<file path="config.mk">
export PLATFORM = sky130hd
export DESIGN_NAME = audio_serial_rx
export DESIGN_NICKNAME = d
export VERILOG_FILES = /design/src/rtl/asr_pkg.sv /design/src/rtl/asr_sync.sv /design/src/rtl/asr_frame_track.sv /design/src/rtl/asr_word_capture.sv /design/src/rtl/audio_serial_rx.sv
export SDC_FILE = /design/constraint.sdc
export NUM_CORES = 1
export LEC_CHECK = 0
export ABC_AREA = 1
export BUFFER_PORTS_ARGS = -buffer_cell sky130_fd_sc_hd__clkbuf_2
export CAP_MARGIN = 10
export CORE_ASPECT_RATIO = 1.5
export CORE_UTILIZATION = 42
export DETAILED_ROUTE_END_ITERATION = 12
export GPL_TIMING_DRIVEN = 0
export HOLD_SLACK_MARGIN = 0.05
export MAX_ROUTING_LAYER = met4
export SLEW_MARGIN = 20
export SYNTH_ARGS = -nofsm -noshare
export SYNTH_HDL_FRONTEND = slang
export SYNTH_SLANG_ARGS = --single-unit
</file>
<file path="constraint.sdc">
create_clock -name clk -period 3.9 [get_ports clk]
set_input_delay 0.39 -clock clk [delete_from_list [all_inputs] [get_ports clk]]
set_output_delay 0.39 -clock clk [all_outputs]
set_load 0.02 [all_outputs]
</file>
<file path="src/rtl/asr_pkg.sv">
package asr_pkg;

  typedef enum logic [2:0] {
    FMT_LSB16 = 3'd0,
    FMT_LSB20 = 3'd1,
    FMT_MSB24 = 3'd2,
    FMT_I2S   = 3'd3,
    FMT_LSB24 = 3'd4
  } fmt_e;

  // Word width selector: 0 -> 16 bits, 1 -> 20 bits, 2 -> full width
  typedef struct packed {
    logic       lsb_just;
    logic       i2s;
    logic [1:0] wsel;
  } frame_cfg_t;

  function automatic frame_cfg_t decode_fmt(input logic [2:0] code);
    frame_cfg_t c;
    c = '{lsb_just: 1'b1, i2s: 1'b0, wsel: 2'd2};
    case (code)
      FMT_LSB16: c.wsel = 2'd0;
      FMT_LSB20: c.wsel = 2'd1;
      FMT_MSB24: c.lsb_just = 1'b0;
      FMT_I2S:   begin c.lsb_just = 1'b0; c.i2s = 1'b1; end
      default:   c.wsel = 2'd2;
    endcase
    return c;
  endfunction

endpackage

</file>
<file path="src/rtl/asr_sync.sv">
module asr_sync #(
  parameter int W      = 3,
  parameter int STAGES = 2
) (
  input  logic         clk,
  input  logic         rst,
  input  logic [W-1:0] din,
  output logic [W-1:0] dout
);
  logic [W-1:0] stg [STAGES];

  genvar s;
  generate
    for (s = 0; s < STAGES; s++) begin : g_stage
      if (s == 0) begin : g_first
        always_ff @(posedge clk) begin
          if (rst) stg[0] <= '0;
          else     stg[0] <= din;
        end
      end else begin : g_next
        always_ff @(posedge clk) begin
          if (rst) stg[s] <= '0;
          else     stg[s] <= stg[s-1];
        end
      end
    end
  endgenerate

  assign dout = stg[STAGES-1];
endmodule

</file>
<file path="src/rtl/asr_frame_track.sv">
module asr_frame_track (
  input  logic clk,
  input  logic rst,
  input  logic bclk_s,
  input  logic wclk_s,
  input  logic i2s,
  output logic bit_stb,
  output logic frame_edge,
  output logic cur_right
);
  logic       bclk_q;
  logic       w_d1;
  logic       w_eff_d;
  logic [1:0] prime;
  logic       w_eff;
  logic       rise;

  always_comb begin
    rise       = bclk_s & ~bclk_q;
    // I2S frames run one bit behind the word clock: use the delayed level
    w_eff      = i2s ? w_d1 : wclk_s;
    bit_stb    = rise;
    frame_edge = rise && (prime == 2'd2) && (w_eff != w_eff_d);
    cur_right  = i2s ? w_eff : ~w_eff;
  end

  always_ff @(posedge clk) begin
    if (rst) begin
      bclk_q  <= 1'b0;
      w_d1    <= 1'b0;
      w_eff_d <= 1'b0;
      prime   <= 2'd0;
    end else begin
      bclk_q <= bclk_s;
      if (rise) begin
        w_d1    <= wclk_s;
        w_eff_d <= w_eff;
        if (prime != 2'd2) prime <= prime + 2'd1;
      end
    end
  end
endmodule

</file>
<file path="src/rtl/asr_word_capture.sv">
module asr_word_capture #(
  parameter int SAMPLE_W = 24,
  parameter int CNT_W    = 8
) (
  input  logic                clk,
  input  logic                rst,
  input  logic                bit_stb,
  input  logic                bit_val,
  input  logic                frame_edge,
  input  logic                cur_right,
  input  logic                lsb_just,
  input  logic [1:0]          wsel,
  output logic                cap_stb,
  output logic                cap_right,
  output logic [SAMPLE_W-1:0] cap_word
);
  localparam int PAD16 = SAMPLE_W - 16;
  localparam int PAD20 = SAMPLE_W - 20;
  localparam logic [CNT_W-1:0] IDX_MAX  = {CNT_W{1'b1}};
  localparam logic [CNT_W-1:0] IDX_LAST = CNT_W'(SAMPLE_W - 1);

  logic [SAMPLE_W-1:0] sh, sh_next, src, aligned;
  logic [CNT_W-1:0]    idx_q, idx;
  logic                armed, armed_now, lsb_hit, msb_hit;

  always_comb begin
    sh_next   = {sh[SAMPLE_W-2:0], bit_val};
    idx       = frame_edge ? '0 : ((idx_q == IDX_MAX) ? IDX_MAX : idx_q + 1'b1);
    armed_now = armed | frame_edge;
    // LSB-justified: the word just ended at the previous bit, already in sh
    lsb_hit   = lsb_just && frame_edge && armed;
    msb_hit   = !lsb_just && armed_now && (idx == IDX_LAST);
    src       = lsb_just ? sh : sh_next;
    case (wsel)
      2'd0:    aligned = src << PAD16;
      2'd1:    aligned = src << PAD20;
      default: aligned = src;
    endcase
  end

  always_ff @(posedge clk) begin
    if (rst) begin
      sh        <= '0;
      idx_q     <= '0;
      armed     <= 1'b0;
      cap_stb   <= 1'b0;
      cap_right <= 1'b0;
      cap_word  <= '0;
    end else begin
      cap_stb <= bit_stb && (lsb_hit || msb_hit);
      if (bit_stb) begin
        sh    <= sh_next;
        idx_q <= idx;
        armed <= armed_now;
        if (lsb_hit || msb_hit) begin
          cap_right <= lsb_hit ? ~cur_right : cur_right;
          cap_word  <= aligned;
        end
      end
    end
  end
endmodule

</file>
<file path="src/rtl/audio_serial_rx.sv">
module audio_serial_rx #(
  parameter int SAMPLE_W    = 24,
  parameter int SYNC_STAGES = 2,
  parameter int MAX_RATIO   = 256
) (
  input  logic                clk,
  input  logic                rst,
  input  logic                bclk_i,
  input  logic                wclk_i,
  input  logic                sdata_i,
  input  logic [2:0]          fmt_i,
  output logic [SAMPLE_W-1:0] left_o,
  output logic [SAMPLE_W-1:0] right_o,
  output logic                valid_o
);
  import asr_pkg::*;

  localparam int CNT_W = $clog2(MAX_RATIO / 2 + 1);

  frame_cfg_t          cfg;
  logic [2:0]          sync_q;
  logic                bit_stb, frame_edge, cur_right;
  logic                cap_stb, cap_right;
  logic [SAMPLE_W-1:0] cap_word, left_hold;
  logic                have_left;

  assign cfg = decode_fmt(fmt_i);

  asr_sync #(.W(3), .STAGES(SYNC_STAGES)) u_sync (
    .clk(clk), .rst(rst),
    .din({sdata_i, wclk_i, bclk_i}),
    .dout(sync_q)
  );

  asr_frame_track u_track (
    .clk(clk), .rst(rst),
    .bclk_s(sync_q[0]), .wclk_s(sync_q[1]), .i2s(cfg.i2s),
    .bit_stb(bit_stb), .frame_edge(frame_edge), .cur_right(cur_right)
  );

  asr_word_capture #(.SAMPLE_W(SAMPLE_W), .CNT_W(CNT_W)) u_cap (
    .clk(clk), .rst(rst),
    .bit_stb(bit_stb), .bit_val(sync_q[2]),
    .frame_edge(frame_edge), .cur_right(cur_right),
    .lsb_just(cfg.lsb_just), .wsel(cfg.wsel),
    .cap_stb(cap_stb), .cap_right(cap_right), .cap_word(cap_word)
  );

  always_ff @(posedge clk) begin
    if (rst) begin
      left_hold <= '0;
      have_left <= 1'b0;
      left_o    <= '0;
      right_o   <= '0;
      valid_o   <= 1'b0;
    end else begin
      valid_o <= 1'b0;
      if (cap_stb) begin
        if (!cap_right) begin
          left_hold <= cap_word;
          have_left <= 1'b1;
        end else if (have_left) begin
          left_o    <= left_hold;
          right_o   <= cap_word;
          valid_o   <= 1'b1;
          have_left <= 1'b0;
        end
      end
    end
  end
endmodule

</file>
==> results.yml, run 1 <==
timing:
  tightest_slew_ns: 0.6239
  fin_skew_ns: 0.007693
  finalWorstSetupSlack_ns: 1.851
  setup_viol: 0
  max_clock_freq_mhz: 488.0
  tns_ns: 0
  relSlewSlack: 0.5841
  hold_viol: 0
  slew_viol_final: 0
  rsz0062_at_grt: "false"
  finalCritPeriodShare: 0.5254
  period_minus_slack_ns: 2.049
clocking:
  post_cts_buffers: 0
  clockBufferDepth: 2
  cts_inserted_buffers: 17
  clock_latency_ns: 0.42
  ctsRootBufferMaster: "clkbuf_16"
  cts_tree: "built"
  cts-hold-fix-buffers: 0
  h-tree-depth: 4
  numClockSinks: 144
  path_clk_slew_ns: 0.06
  ctsResizeCount: 0
die:
  core-area_sq_um: 14060
  boundaryPins: 57
  die_w_um: 100.1
  die_y_um: 149.1
  dieArea_sq_um: 14920
  start_util: 0.4310
  rows: 53
power:
  seqPwrFrac: 0.426
  power_switching_uw: 812.4
  share_comb_of_total_power: 0.056
  p_leak_nw: 2.974
  switching_share: 0.2298
  pwr-share-clk: 0.517
  p_int_mw: 2.722
  p_per_area_nw_per_um2: 487.9
  vdd_drop_max_mv: 0.3095
run_status:
  run_status: "complete, no violations"
worst_setup_path:
  crit_start: "u_cap.idx_q[0]"
  worst_path_max_delay_cell: "dfxtp_1"
  worstSetupStartpointType: "flip-flop"
  slowest_delay_ns: 0.34
  r2r_cells: 14
  endpoint_kind: "flip-flop"
  arrival_ns: 2.36
  cp_max_fo: 10
  crit_type: "reg -> reg"
  path_cells: "ha_1 -> nand2_2 -> clkinv_2 -> nand2_1 -> nand2_1 -> o21ai_1 -> clkinv_1 -> nand2_1 -> nand2_1 -> o21bai_4 -> buf_6 -> nand3_1 -> nand2_1 -> nor2_1"
  rr_startpoint: "u_cap.idx_q[0]"
  crit_required_ns: 4.21
  cpMostUsedCell: "nand2_1"
synth:
  yosys.area.top_type: "dfxtp_1"
  yosysWarnings: 0
  syn_area_per_cell_sq_um: 7.327
  synth_edf_count: 0
  synth_cell_types: 35
  synth.most_common_cell: "dfxtp_1"
  syn_inst: 827
  synth-seq-cells: 144
  synth_ff_type: "dfxtp_1"
  seq_area_frac_synth: 0.4757
  netlist_area_sq_um: 6060
  ys_top_cells_by_count: "144 x dfxtp_1, 120 x o21ai_0, 118 x nor2_1, 108 x a21oi_1, 104 x inv_1"
  synthTopCellsByArea: "dfxtp_1 48%, o21ai_0 9.9%, a21oi_1 8.9%, nor2_1 7.3%, inv_1 6.4%"
  synth_top_area_share: 0.4757
  syn_nets: 837
  synth_async_sr_flop_share: 0
finish:
  finish.utilization: 0.5153
  final_nets: 912
  synthToLayoutAreaGrowth_pct: 19.55
  n_antenna_cell: 0
  drive_above_1_share: 0.1368
  design_area_sq_um: 7244
drt:
  route.vias.total: 5371
  drt-initial-drc-count: 238
  ant_nets: 0
  wl_per_cell_um: 13.51
  via_per_inst: 4.856
  drt-pass1-iter-count: 5
  drc: 0
  finalWirelength_um: 14950
global_route:
  grt_max_degree: 17
  antenna_found_initial: 0
  grt_pass1_vias: 5088
  grt_usage: 0.2206
  grt_overflow: 0
  grt_pass1_wl_um: 25030
placed_design:
  portBuffers: 56
  gp_congestion: 0.9185
  dpl_worst_slack_ns: 1.816
  place_area_sq_um: 6580
  dp_hpwl_um: 11330
run:
  drv_cap: 0
min_path:
  hold_start: "sdata_i"
  hold_path_class: "in -> reg"
  hold_depth: 3
## path summary, 6_finish.rpt
path                  endpoint  slack (ns)
min reg2reg   u_sync.stg[1][2]        0.40
max          u_cap.cap_word[1]        1.85
min           u_sync.stg[0][2]        0.15
max reg2reg  u_cap.cap_word[1]        1.85
## cell usage in the layout (no fill, tap or decap), types with 2 or more instances in the layout
master,synthesis,final
a211oi_1,2,2
a21oi_1,108,108
a31oi_1,2,2
buf_1,3,3
buf_2,10,10
buf_4,2,2
buf_6,6,6
bufinv_16,0,5
clkbuf_1,36,36
clkbuf_16,0,17
clkbuf_2,0,56
clkinv_1,2,2
clkinvlp_4,0,2
dfxtp_1,144,144
ha_1,2,2
inv_1,104,104
inv_2,4,4
inv_6,0,3
inv_8,0,3
nand2_1,74,74
nand2_2,2,2
nand3_1,31,31
nand3_2,2,2
nand4_1,3,3
nor2_1,118,118
nor2_2,2,2
nor2_4,2,2
o21ai_0,120,120
o21ai_1,11,11
o21bai_1,2,2
o22ai_1,24,24
or2_2,2,2
## sequential cells by signal, summed over array words and instances (netlist names)
| signal | count |
|---|---|
| have_left | 1 |
| left_hold | 24 |
| left_o | 24 |
| right_o | 24 |
| u_cap.armed | 1 |
| u_cap.cap_right | 1 |
| u_cap.cap_stb | 1 |
| u_cap.cap_word | 24 |
| u_cap.idx_q | 8 |
| u_cap.sh | 24 |
| u_sync.stg | 6 |
| u_track.bclk_q | 1 |
| u_track.prime | 2 |
| u_track.w_d1 | 1 |
| u_track.w_eff_d | 1 |
| valid_o | 1 |
## critical path: cells and delay by family, from the launching register on
| family | cells | cell delay, ns |
|---|---|---|
| buffers and inverters | 3 | 0.35 |
| adder cells (fa/ha/maj) | 1 | 0.24 |
| flip-flops | 1 | 0.34 |
| AO/OA/AOI/OAI | 2 | 0.34 |
| AND/OR/NAND/NOR | 8 | 0.67 |
## cell type report
| type | instances | area (sq um) |
|---|---|---|
| clock buffers | 18 | 439.2 |
| well taps | 192 | 240.2 |
| flip-flops and latches | 144 | 2883 |
| multi-input cells | 515 | 2480 |
| plain buffers | 57 | 279.0 |
| fillers | 1462 | 6814 |
| clock inverters | 13 | 225.2 |
| inverters | 111 | 417.9 |
| repair buffers | 56 | 280.3 |
## routing by layer
metal	wire length (um)	vias to the layer above	GRT usage
met1	6368	2387	0.2373
li1	-	2856	-
met2	7803	107	0.3955
met4	278	0	0.07246
met5	0	-	-
met3	495	21	0.05201
## power by group through the flow
| stage | Sequential, mW | Clock, mW | Combinational [mW] |
|---|---|---|---|
| after floorplan | 1.53 | 0 | 0.144 |
| after global placement | 1.54 | 0 | 0.198 |
| after detailed placement | 1.54 | 0 | 0.199 |
| after CTS | 1.51 | 1.86 | 0.200 |
| after global routing | 1.51 | 1.94 | 0.227 |
| final | 1.51 | 1.83 | 0.199 |
## metrics by stage
step           instances  power (mW)  hold slack, ns
6_report            1106       3.535          0.1490
5_1_grt             1106       3.673          0.1323
4_1_cts             1106       3.567          0.1403
3_5_place_dp        1075       1.738          0.3972
3_3_place_gp        1075       1.737          0.3913
2_1_floorplan        827       1.679          0.3883
## logic make-up (layout without fill, tap and decap cells)
logic type               count (synthesis)  after routing  synth area share
AO/OA/AOI/OAI                          273            273            0.2370
XOR/XNOR                                 1              1          0.001446
adder cells (fa/ha/maj)                  2              2          0.004129
buffers and inverters                  168            255            0.1150
flip-flops                             144            144            0.4757
AND/OR/NAND/NOR                        239            239            0.1666
Power figures use the tool's default switching activity.
==> inputs of run 2 (changes only) <==
==> constraint.sdc (replaced) <==
create_clock -name clk -period 2.1 [get_ports clk]
set_input_delay 0.21 -clock clk [delete_from_list [all_inputs] [get_ports clk]]
set_output_delay 0.21 -clock clk [all_outputs]
set_load 0.02 [all_outputs]
==> run 2 against run 1 <==
Net effect: clock power increased by 85%; utilization increased by 0.68 points; clock skew increased by 0.0016 ns; highest routed layer unchanged; combinational power increased by 89%.
==> results.yml, run 2 (synthesis gave the netlist of run 1 again) <==
run_status:
  run_status: "complete, no violations"
min_path:
  hold_start: "rst"
  hold_path_class: "in -> reg"
finish:
  final_common_cell: "dfxtp_1"
  final_nets: 918
  synthToLayoutAreaGrowth_pct: 21.12
  layout_common_cells: "142 x dfxtp_1, 120 x o21ai_0, 118 x nor2_1"
  n_antenna_cell: 0
  design_area_sq_um: 7340
  instances_no_fill: 1112
  nFillCells: 1448
  drive_above_1_share: 0.1424
drt:
  drc: 0
  ant_nets: 0
  route.vias.total: 5406
  finalWirelength_um: 15030
  via_per_inst: 4.862
  drt-initial-drc-count: 254
  drt-pass1-iter-count: 4
  wl_per_cell_um: 13.52
worst_setup_path:
  slowest_delay_ns: 0.36
  arrival_ns: 2.28
  crit_required_ns: 2.41
  worstSetupStartpointType: "flip-flop"
  worst_path_max_delay_cell: "dfxtp_4"
  cpMostUsedCell: "nand2_4"
  path_cells: "ha_4 -> nand2_4 -> nor2_4 -> nand2_4 -> inv_1 -> or2_2 -> nand3_4 -> o21bai_4 -> buf_12 -> buf_8 -> buf_4 -> a21oi_2 -> nor2_1"
  cp.buffers_inverters: 4
  crit_start: "u_cap.idx_q[0]"
  critPathTopFamily: "simple AND/OR/NAND/NOR gates"
  rr_startpoint: "u_cap.idx_q[0]"
  crit_type: "reg -> reg"
  cp_max_fo: 10
  endpoint_kind: "flip-flop"
clocking:
  numClockSinks: 144
  cts_inserted_buffers: 17
  h-tree-depth: 4
  clock_latency_ns: 0.42
  cts_tree: "built"
  ctsRootBufferMaster: "clkbuf_16"
  clockBufferDepth: 2
  path_clk_slew_ns: 0.06
die:
  dieArea_sq_um: 14920
  core-area_sq_um: 14060
  die_w_um: 100.1
  die_y_um: 149.1
  rows: 53
  start_util: 0.4310
  boundaryPins: 57
global_route:
  grt_usage: 0.2212
  grt_pass1_vias: 5116
  grt_max_degree: 17
  grt_overflow: 0
  grtUsageMet3: 0.05201
  grt.busiest_layer: "met2"
  met2_usage: 0.3976
  grt_pass1_wl_um: 25100
  antenna_found_initial: 0
  grt_use_met1: 0.2373
timing:
  hold_viol: 0
  tightest_slew_ns: 0.6357
  tns_ns: 0
  finalCritPeriodShare: 0.9371
  relSlewSlack: 0.5762
  rsz0062_at_grt: "false"
  slew_viol_final: 0
  fin_skew_ns: 0.009336
  max_clock_freq_mhz: 508.1
  setup_viol: 0
  period_minus_slack_ns: 1.968
power:
  vdd_drop_max_mv: 0.5742
  p_leak_nw: 3.020
  p_per_area_nw_per_um2: 894.9
placed_design:
  gp_congestion: 0.9185
  dp.cells: 1075
  portBuffers: 56
  place_area_sq_um: 6580
  dp_hpwl_um: 11330
run:
  drv_cap: 0
[run 2: cell count changes in the layout (fill, tap and decap cells not counted), moves of 2 or more]
cell and change:
dfxtp_1 -2, buf_6 -2, buf_8 +2, buf_4 +2, dlygate4sd3_1 +3
[run 2: final timing paths]
check                                        end  slack, ns  cells after the start
worst max register to register   u_cap.cap_right       0.13                     13
worst max-delay path             u_cap.cap_right       0.13                     13
worst min-delay path                   have_left       0.09                      2
worst min register to register  u_sync.stg[1][2]       0.40                      2
[run 2: repair_timing]
action	4_1_cts	5_1_grt
hold buffers	3	0
endpoints found under the setup margin	0	24
hold endpoints to repair	3	0
buffers inserted	0	2
resized for setup	0	9
[run 2: metal layers]
metal  vias to the layer above  wire (um)  share of wire
li1                       2870          -              -
met1                      2428       6334           0.42
met2                        88       7953           0.53
met3                        20        421          0.028
met4                         0        321          0.021
met5                         -          0              0
[run 2: through the flow]
| step | utilization | hold WS [ns] | setup slack (ns) | power (mW) |
|---|---|---|---|---|
| floorplan | - | 0.2791 | 0.3512 | 3.118 |
| global placement | 0.4680 | 0.3913 | 0.05400 | 3.226 |
| detailed placement | 0.4680 | 0.3972 | 0.06203 | 3.227 |
| CTS | 0.5174 | 0.07480 | 0.04248 | 6.629 |
| global route | 0.5221 | 0.07517 | 0.02063 | 6.830 |
| finish | 0.5221 | 0.09188 | 0.1320 | 6.568 |
[run 2: cell type report]
type | count | area [sq um] | area share
flip-flops and latches | 144 | 2888 | 0.3935
multi-input cells | 515 | 2497 | 0.3403
clock buffers | 18 | 439.2 | 0.05984
inverters | 111 | 417.9 | 0.05694
repair buffers | 62 | 345.3 | 0.04705
plain buffers | 57 | 286.5 | 0.03904
well taps | 192 | 240.2 | 0.03273
clock inverters | 13 | 225.2 | 0.03069
[run 2: power by group]
group	leakage (nW)	switching (mW)	internal, mW
logic	1.53	0.255	0.121
clock network	0.319	1.22	2.17
registers	1.17	0.0278	2.77
total	3.02	1.51	5.06
